**config.mk**
```make
export PLATFORM = sky130hd
export DESIGN_NAME = uart_evt_top
export DESIGN_NICKNAME = d
export VERILOG_FILES = /design/src/rtl/uart_evt_pkg.sv /design/src/rtl/uart_evt_tx.sv /design/src/rtl/uart_evt_rx.sv /design/src/rtl/uart_evt_top.sv
export SDC_FILE = /design/constraint.sdc
export NUM_CORES = 1
export LEC_CHECK = 0
export CAP_MARGIN = 20
export CORE_MARGIN = 4
export CORE_UTILIZATION = 28
export DETAILED_ROUTE_END_ITERATION = 8
export GPL_TIMING_DRIVEN = 0
export SKIP_LAST_GASP = 1
export SLEW_MARGIN = 20
export SYNTH_ARGS = -nofsm -noshare
export SYNTH_HDL_FRONTEND = slang
export SYNTH_SLANG_ARGS = --single-unit
```
**constraint.sdc**
```tcl
create_clock -name clk -period 12.8 [get_ports clk]
set_clock_uncertainty 0.05 [all_clocks]
set_input_delay 2.56 -clock clk [delete_from_list [all_inputs] [get_ports clk]]
set_output_delay 2.56 -clock clk [all_outputs]
set_load 0.05 [all_outputs]
```
**src/rtl/uart_evt_pkg.sv**
```systemverilog
package uart_evt_pkg;
    localparam int REG_DATA = 0;
    localparam int REG_DIV  = 1;
    localparam int REG_STAT = 2;
    localparam int REG_CTRL = 3;
    localparam int REG_DBG  = 4;

    localparam int ST_RXEV  = 1;
    localparam int ST_TXEV  = 2;
    localparam int CT_RXIE  = 0;
    localparam int CT_TXIE  = 1;

    typedef enum logic [1:0] {TX_IDLE, TX_START, TX_DATA, TX_STOP} tx_state_t;
    typedef enum logic [1:0] {RX_IDLE, RX_START, RX_DATA, RX_STOP} rx_state_t;
endpackage

```
**src/rtl/uart_evt_tx.sv**
```systemverilog
module uart_evt_tx
    import uart_evt_pkg::*;
#(
    parameter int DIV_W  = 16,
    parameter int DATA_W = 8
) (
    input  logic              clk,
    input  logic              rst_n,
    input  logic [DIV_W-1:0]  div_eff,
    input  logic              wr_stb,
    input  logic [DATA_W-1:0] wr_byte,
    output logic              txd
);
    localparam int BIT_W = $clog2(DATA_W);

    tx_state_t         state, state_n;
    logic [DIV_W-1:0]  cnt;
    logic [BIT_W-1:0]  bit_idx;
    logic [DATA_W-1:0] shreg, hold;
    logic              hold_vld, txd_q, tick;

    assign tick = (cnt == div_eff - DIV_W'(1));
    assign txd  = txd_q;

    always_comb begin
        state_n = state;
        unique case (state)
            TX_IDLE:  if (hold_vld) state_n = TX_START;
            TX_START: if (tick) state_n = TX_DATA;
            TX_DATA:  if (tick && bit_idx == BIT_W'(DATA_W-1)) state_n = TX_STOP;
            TX_STOP:  if (tick) state_n = TX_IDLE;
            default:  state_n = TX_IDLE;
        endcase
    end

    always_ff @(posedge clk or negedge rst_n) begin
        if (!rst_n) state <= TX_IDLE;
        else        state <= state_n;
    end

    always_ff @(posedge clk or negedge rst_n) begin
        if (!rst_n) begin
            cnt      <= '0;
            bit_idx  <= '0;
            shreg    <= '0;
            hold     <= '0;
            hold_vld <= 1'b0;
            txd_q    <= 1'b1;
        end else begin
            if (state_n != state || tick) cnt <= '0;
            else                          cnt <= cnt + DIV_W'(1);

            if (state == TX_IDLE && hold_vld) begin
                shreg    <= hold;
                hold_vld <= 1'b0;
                bit_idx  <= '0;
            end else if (wr_stb && !hold_vld) begin
                hold     <= wr_byte;
                hold_vld <= 1'b1;
            end

            if (state == TX_DATA && tick) begin
                shreg   <= shreg >> 1;
                bit_idx <= bit_idx + BIT_W'(1);
            end

            if (state_n == TX_DATA)
                txd_q <= (state == TX_DATA && tick) ? shreg[1] : shreg[0];
            else
                txd_q <= (state_n != TX_START);
        end
    end

    AST_TX_IDLE_MARK: assert property (@(posedge clk) disable iff (!rst_n)
        state == TX_IDLE |-> txd_q);
    AST_TX_START_SPACE: assert property (@(posedge clk) disable iff (!rst_n)
        state == TX_START |-> !txd_q);
    AST_TX_HOLD_KEEP: assert property (@(posedge clk) disable iff (!rst_n)
        hold_vld && wr_stb |=> $stable(hold));
endmodule

```
**src/rtl/uart_evt_rx.sv**
```systemverilog
module uart_evt_rx
    import uart_evt_pkg::*;
#(
    parameter int DIV_W  = 16,
    parameter int DATA_W = 8
) (
    input  logic              clk,
    input  logic              rst_n,
    input  logic [DIV_W-1:0]  div_eff,
    input  logic              rxd,
    output logic              rx_done,
    output logic [DATA_W-1:0] rx_byte
);
    localparam int BIT_W = $clog2(DATA_W);

    rx_state_t         state, state_n;
    logic [2:0]        sync;
    logic [DIV_W-1:0]  cnt;
    logic [BIT_W-1:0]  bit_idx;
    logic [DATA_W-1:0] shreg;
    logic              done_q, tick, mid, line, fall;

    assign line    = sync[1];
    assign fall    = sync[2] && !sync[1];
    assign tick    = (cnt == div_eff - DIV_W'(1));
    assign mid     = (cnt == (div_eff >> 1));
    assign rx_done = done_q;
    assign rx_byte = shreg;

    always_comb begin
        state_n = state;
        unique case (state)
            RX_IDLE:  if (fall) state_n = RX_START;
            RX_START: if (mid) state_n = line ? RX_IDLE : RX_DATA;
            RX_DATA:  if (tick && bit_idx == BIT_W'(DATA_W-1)) state_n = RX_STOP;
            RX_STOP:  if (tick) state_n = RX_IDLE;
            default:  state_n = RX_IDLE;
        endcase
    end

    always_ff @(posedge clk or negedge rst_n) begin
        if (!rst_n) state <= RX_IDLE;
        else        state <= state_n;
    end

    always_ff @(posedge clk or negedge rst_n) begin
        if (!rst_n) begin
            sync    <= 3'b111;
            cnt     <= '0;
            bit_idx <= '0;
            shreg   <= '0;
            done_q  <= 1'b0;
        end else begin
            sync <= {sync[1:0], rxd};
            if (state_n != state || tick) cnt <= '0;
            else                          cnt <= cnt + DIV_W'(1);

            if (state == RX_START) bit_idx <= '0;
            if (state == RX_DATA && tick) begin
                shreg   <= {line, shreg[DATA_W-1:1]};
                bit_idx <= bit_idx + BIT_W'(1);
            end
            done_q <= (state == RX_STOP) && tick && line;
        end
    end

    AST_RX_DONE_FROM_STOP: assert property (@(posedge clk) disable iff (!rst_n)
        done_q |-> $past(state) == RX_STOP);
    AST_RX_DONE_PULSE: assert property (@(posedge clk) disable iff (!rst_n)
        done_q |=> !done_q);
endmodule

```
**src/rtl/uart_evt_top.sv**
```systemverilog
module uart_evt_top
    import uart_evt_pkg::*;
#(
    parameter int ADDR_W = 5,
    parameter int DIV_W  = 16,
    parameter int DATA_W = 8
) (
    input  logic              clk,
    input  logic              rst_n,
    input  logic [ADDR_W-1:0] bus_addr,
    input  logic              bus_we,
    input  logic [31:0]       bus_wdata,
    output logic [31:0]       bus_rdata,
    output logic              irq,
    output logic              ser_txd,
    input  logic              ser_rxd
);
    localparam int IDX_W   = ADDR_W - 2;
    localparam int DIV_MIN = 2;

    logic [IDX_W-1:0]  idx;
    logic [DATA_W-1:0] data_q, rx_byte;
    logic [31:0]       div_q, ctrl_q, dbg_q;
    logic              ev_rx, ev_tx, rx_done;
    logic              wr_data, wr_div, wr_stat, wr_ctrl, wr_dbg, accept;
    logic [DIV_W-1:0]  div_raw, div_eff;
    logic              unused_addr_lo;

    assign idx            = bus_addr[ADDR_W-1:2];
    assign unused_addr_lo = ^bus_addr[1:0];
    assign wr_data = bus_we && idx == IDX_W'(REG_DATA);
    assign wr_div  = bus_we && idx == IDX_W'(REG_DIV);
    assign wr_stat = bus_we && idx == IDX_W'(REG_STAT);
    assign wr_ctrl = bus_we && idx == IDX_W'(REG_CTRL);
    assign wr_dbg  = bus_we && idx == IDX_W'(REG_DBG);
    assign accept  = rx_done && !ev_rx;

    assign div_raw = div_q[DIV_W-1:0];
    assign div_eff = (div_raw < DIV_W'(DIV_MIN)) ? DIV_W'(DIV_MIN) : div_raw;

    uart_evt_tx #(.DIV_W(DIV_W), .DATA_W(DATA_W)) u_tx (
        .clk(clk), .rst_n(rst_n), .div_eff(div_eff),
        .wr_stb(wr_data), .wr_byte(bus_wdata[DATA_W-1:0]), .txd(ser_txd)
    );

    uart_evt_rx #(.DIV_W(DIV_W), .DATA_W(DATA_W)) u_rx (
        .clk(clk), .rst_n(rst_n), .div_eff(div_eff),
        .rxd(ser_rxd), .rx_done(rx_done), .rx_byte(rx_byte)
    );

    always_ff @(posedge clk or negedge rst_n) begin
        if (!rst_n) begin
            data_q <= '0;
            div_q  <= '0;
            ctrl_q <= '0;
            dbg_q  <= '0;
            ev_rx  <= 1'b0;
            ev_tx  <= 1'b0;
        end else begin
            if (wr_div)  div_q  <= bus_wdata;
            if (wr_ctrl) ctrl_q <= bus_wdata;
            if (wr_dbg)  dbg_q  <= bus_wdata;
            if (accept)  data_q <= rx_byte;
            ev_rx <= (ev_rx && !(wr_stat && bus_wdata[ST_RXEV])) || accept;
            ev_tx <= (ev_tx && !(wr_stat && bus_wdata[ST_TXEV])) || wr_data;
        end
    end

    always_comb begin
        case (idx)
            IDX_W'(REG_DATA): bus_rdata = {{(32-DATA_W){1'b0}}, data_q};
            IDX_W'(REG_DIV):  bus_rdata = div_q;
            IDX_W'(REG_STAT): bus_rdata = {29'd0, ev_tx, ev_rx, 1'b1};
            IDX_W'(REG_CTRL): bus_rdata = ctrl_q;
            IDX_W'(REG_DBG):  bus_rdata = dbg_q;
            default:          bus_rdata = '0;
        endcase
    end

    assign irq = (ctrl_q[CT_RXIE] && ev_rx) || (ctrl_q[CT_TXIE] && ev_tx);

    AST_RX_HELD_STABLE: assert property (@(posedge clk) disable iff (!rst_n)
        ev_rx |=> $stable(data_q));
    AST_TX_EVT_ON_WRITE: assert property (@(posedge clk) disable iff (!rst_n)
        wr_data |=> ev_tx);
    AST_W1C_RX: assert property (@(posedge clk) disable iff (!rst_n)
        wr_stat && bus_wdata[ST_RXEV] && ev_rx |=> !ev_rx);
    AST_IRQ_NEEDS_ENABLE: assert property (@(posedge clk) disable iff (!rst_n)
        irq |-> ctrl_q[1:0] != 2'b00);
    AST_THRE_READ: assert property (@(posedge clk) disable iff (!rst_n)
        idx == IDX_W'(REG_STAT) |-> bus_rdata[0]);
endmodule

```
[Word-level counts from Yosys, hierarchy flattened]
Cells that the tools add are included.
Word-level totals
  input bits: 41
  output and inout bits: 34
  word-level logic and storage cells: 108
  flip-flop bits (word level): 178
Cells by class
  add/sub/neg operators: 5
  mux-type cells: 25
  magnitude comparators: 1
  bitwise operators: 1
  reductions and logical operators: 38
  equal/unequal tests: 19
Operators with widths (count)
  one-hot mux 32 bit (5 select lines): 1
  two-way mux 16 bit: 3
  adder 16 x 1 -> 16 bit (second input constant): 2
  == test 16 bit: 2
  logical AND 1 bit: 21
  two-way mux 2 bit: 9
  == test 16 x 15 -> 1 bit: 1
  < comparator 16 x 2 -> 1 bit (second input constant): 1
  two-way mux 8 bit: 2
  one-hot mux 2 bit (4 select lines): 2
  subtractor 16 x 1 -> 16 bit (second input constant): 1
  two-way mux 3 bit: 4
  == test 2 bit (second input constant): 5
  == test 3 bit (second input constant): 3
  adder 3 x 1 -> 3 bit (second input constant): 2
  == test 3 x 2 -> 1 bit (second input constant): 2
  nonzero test 2 bit: 3
  zero test 1 bit: 5
  logical OR 1 bit: 5
  == test 2 x 1 -> 1 bit (second input constant): 2
  zero test 2 bit: 2
  two-way mux 1 bit: 4
  inequality test 2 bit: 2
  == test 3 x 1 -> 1 bit (second input constant): 1
  4 further kinds: 4

[Longest topological paths before layout]
Gate-level depths: netlist of run 1.
  word-level depth: 10
  mapped depth: 16
  gate-level depth less buffers: 12

[Cells and area by module]
From an unflattened synthesis of run 1, not the netlist that was laid out.
Unflattened totals
  cell total of the unflattened synthesis: 850
  area, all modules: 9491.6 sq um
Modules (own cells, without submodules)
  uart_evt_top: area an instance 4947.2 sq um, sequential area each 2652.5 sq um, cells each 382, instances 1
  uart_evt_tx: area an instance 2339.7 sq um, sequential area each 977.2 sq um, cells each 238, instances 1
  uart_evt_rx: area an instance 2204.6 sq um, sequential area each 829.5 sq um, cells each 230, instances 1

[Worst setup path after synthesis of run 1]
OpenSTA, ideal clock, no wires.
  path kind: input-to-output
  start: input bus_addr[2]
  end: output bus_rdata[23]
  data arrival time: 4410 ps
  setup slack: 5780 ps
  required time: 10190 ps
  buffers on the path: 2
  stages on the path: 5
  cell sequence: nor2b_1 -> clkbuf_1 -> buf_1 -> a22oi_1 -> o21ai_0
Between the ends
  word-level cells in the longest chain between the ends: 2
  elaborated cells on any way between the ends: 6
  classes of those cells: eq/ne (4); mux (1); reduce/logical (1)
Ends and longest elaborated chain
  start, declared: line uart_evt_top.sv:10  | input logic [ADDR_W-1:0] bus_addr,
  == test 3 bit, or another cell as far along: line uart_evt_top.sv:70  | case (idx)
  one-hot mux 32 bit (5 select lines) (*): line uart_evt_top.sv:70
  end, declared: line uart_evt_top.sv:13  | output logic [31:0] bus_rdata,
Mark *: on every way between the ends. The rest lies on a longest branch, timed or not.

[Worst setup path in the final report of run 1]
  start: input bus_addr[2]
  end: output bus_rdata[22]
The elaborated chain is that of the path after synthesis.

==> impl_metrics.json, run 1 <==
{
  "ys_seq_area_frac": 0.490,
  "outcome": "complete, no violations",
  "antenna_cells": 0,
  "row_count": 65,
  "grt_overflow": 0,
  "detail_route.wl_per_cell_um": 16.5,
  "fp.dieW_um": 188,
  "dpl.hpwl_um": 16400,
  "syn-cell-area_um2": 9100,
  "rsz0062_at_grt": "false",
  "reg2reg_slack_ns": 6.89,
  "end_kind": "primary output",
  "final_cell_mix": "dfrtp_1, mux2_2, clkdlybuf4s50_1, nor2_1, nand2_1",
  "numCtsBuffers": 17,
  "synth-seq-cells": 178,
  "io_buffers": 72,
  "vias": 6526,
  "mostFrequentLayoutCell": "dfrtp_1",
  "criticalPathCategory": "input pin to primary output",
  "wl_met2_um": 10700,
  "combPwrFrac": 0.271,
  "drt_pre_antenna_iters": 4,
  "post_drt_via_cell_ratio": 4.75,
  "finalSetupTns_ns": 0,
  "cts_resized": 0,
  "met1Wirelength_um": 10900,
  "synth_ff_type": "dfrtp_1",
  "synth_cells": 834,
  "yosysTopAreaCell": "dfrtp_1",
  "setup_viol": 0,
  "async_flop_share": 1.00,
  "grt_use_total": 0.129,
  "p_int_w": 0.00116,
  "switching_share": 0.329,
  "synth.yosys.warnings": 0,
  "top_layer": "met5",
  "leakage_nw": 4.62,
  "synth_edf_count": 0,
  "worst_pin_slew_ns": 0.947,
  "rr_worst_depth": 14,
  "initial_core_util": 0.286,
  "drt_iter0_drc": 300,
  "cp-startpoint": "bus_addr[2]",
  "slew_violations": 0,
  "dieArea_um2": 35500,
  "die_height_um": 188,
  "relSlewSlack": 0.361,
  "wirelength_um": 22600,
  "max_freq_mhz": 114,
  "wl_met3_um": 892,
  "crit_arrival_ns": 6.17,
  "cts_tree": "yes",
  "final_antenna_net_count": 0,
  "cp-endpoint": "bus_rdata[22]",
  "hp-class": "flop to flop",
  "grt_max_degree": 63,
  "grt_pass1_vias": 6698,
  "min_period_ns": 8.78,
  "layout-drive-gt1-share": 0.207,
  "core-area_um2": 31800,
  "cts-root-buf": "clkbuf_16",
  "clk_latency_ns": 0.44,
  "holdCritStartpoint": "u_rx.sync[0]",
  "hold_slack_ns": 0.308,
  "syn2layout_area_growth_pct": 21.1,
  "r2r_start": "div_q[2]",
  "fin_nets": 975,
  "drc_errors": 0,
  "fin_crit_sh": 0.686,
  "clkTransAtPathRegs_ns": 0.07,
  "gp_congestion": 0.816,
  "maxCapViolCount": 0,
  "ys_types": 61,
  "irDropWorstVdd_uv": 90.2,
  "hold_violations": 0,
  "holdBufCountCts": 0,
  "crit_fanout": 10,
  "r2r_end": "u_tx.cnt[0]",
  "synth_nets": 882,
  "seqPwrFrac": 0.430,
  "clock-sinks": 178,
  "p_sw_w": 0.000572,
  "synthTopCellsByArea": "dfrtp_1, mux2_2, xor2_1",
  "synth.top_cell.area_share": 0.478,
  "critPathRequiredTime_ns": 10.19,
  "ioPinCount": 75,
  "post_cts_buffers": 0,
  "syn_avg_cell_area_um2": 10.9,
  "htreeDepth": 4,
  "critPathLaunchType": "input pin",
  "antenna_found_initial": 1,
  "grt_pass1_wl_um": 37000,
  "clk_path_buf_depth": 2,
  "power_density_nw_per_um2": 158,
  "clockPowerShare": 0.299
}
flip-flops by register name, indices dropped and copies added (netlist names), 2 cells and up:
register,cells
u_tx.hold,8
u_tx.state,2
u_rx.rx_byte,8
u_rx.cnt,16
data_q,8
u_tx.shreg,8
ctrl_q,32
u_tx.bit_idx,3
dbg_q,32
u_tx.cnt,16
u_rx.bit_idx,3
div_q,32
u_rx.state,2
u_rx.sync,3
worst min-delay path by stage:
| stage | cells past startpoint | endpoint |
|---|---|---|
| 6_report | 0 | u_rx.sync[1] |
| 5_1_grt | 0 | u_rx.sync[1] |
| 4_1_cts | 0 | u_rx.sync[1] |
| 3_5_place_dp | 0 | u_rx.sync[1] |
| 3_3_place_gp | 0 | u_rx.sync[1] |
| 2_1_floorplan | 0 | u_rx.sync[1] |
synthesized netlist by cell type, drive strengths merged, types with 3 or more instances:
cell type and count:
dfrtp 174, mux2 122, nor2 66, nand2 64, xor2 46, o21ai 42
clkbuf 38, xnor2 31, a22oi 29, nand3 28, buf 21, inv 15
and3 14, a21oi 12, a31o 12, mux2i 11, nor3 11, nor4 10
ha 7, or4 7, a31oi 6, nand2b 5, nor2b 5, or3 5
a21o 4, and2 4, dfstp 4, o22ai 4, nand3b 3, nand4 3
o211ai 3, o31ai 3
metal layers:
layer	GRT usage	vias to the layer above
met1	0.180	3278
met2	0.208	87
met3	0.0252	13
li1	-	3146
met5	0	-
met4	0.0294	2
final cells by class:
cell class	instances	area, µm²
fill	3234	20800
sequential	178	4460
multi-input combinational	582	4330
timing repair buffer	74	781
tap	435	544
clock buffer	18	439
buffer	59	263
clock inverter	14	148
inverter	15	56.3
power by group through the flow:
stage          registers [W]  clock network [W]  logic, W
2_1_floorplan       0.000736                  0  0.000349
3_3_place_gp        0.000754                  0  0.000462
3_5_place_dp        0.000756                  0  0.000474
4_1_cts             0.000747           0.000533  0.000475
5_1_grt             0.000762           0.000559  0.000518
6_report            0.000747           0.000520  0.000470
critical path, stage by stage:
cell and delay [ns]:
clkdlybuf4s50_1 0.57, nor2b_1 0.16, clkbuf_1 0.50, and2_1 0.27
clkbuf_1 0.51, buf_1 0.50, nand2_1 0.09, o21ai_0 0.12
clkdlybuf4s50_1 0.87
logic make-up after synthesis:
logic type | share of synthesized area
muxes | 0.163
xor gates and xnor gates | 0.0749
buffers and inverters | 0.0350
and+or+nand+nor | 0.131
DFF | 0.490
AOI/OAI and AO/OA | 0.0948
adders and majority gates | 0.0107
metrics by stage:
stage	instances	cell area [µm²]	power, W	setup slack, ns	util
3_5_place_dp	1343	10400	0.00123	4.00	0.328
5_1_grt	1375	11000	0.00184	3.74	0.347
6_report	1375	11000	0.00174	4.02	0.347
4_1_cts	1375	11000	0.00175	3.97	0.347
3_3_place_gp	1341	10400	0.00122	1.49	0.326
2_1_floorplan	834	9100	0.00109	5.78	-
Power figures use the tool's default switching activity.
==> inputs of run 2 (changes only) <==
Clock period 12.8 ns to 8.2 ns, I/O delays scaled along.
==> results of run 2 <==
Same layout as run 1 (identical final DEF). Status: complete, no violations.
Main changes from that run: setup slack after placement 4.00 ns -> 1.24 ns; setup slack after layout 4.02 ns -> 1.26 ns; register-to-register setup slack 6.89 ns -> 2.29 ns; total power 0.00174 W -> 0.00271 W; worst IR drop on VDD 90.2 µV -> 141 µV
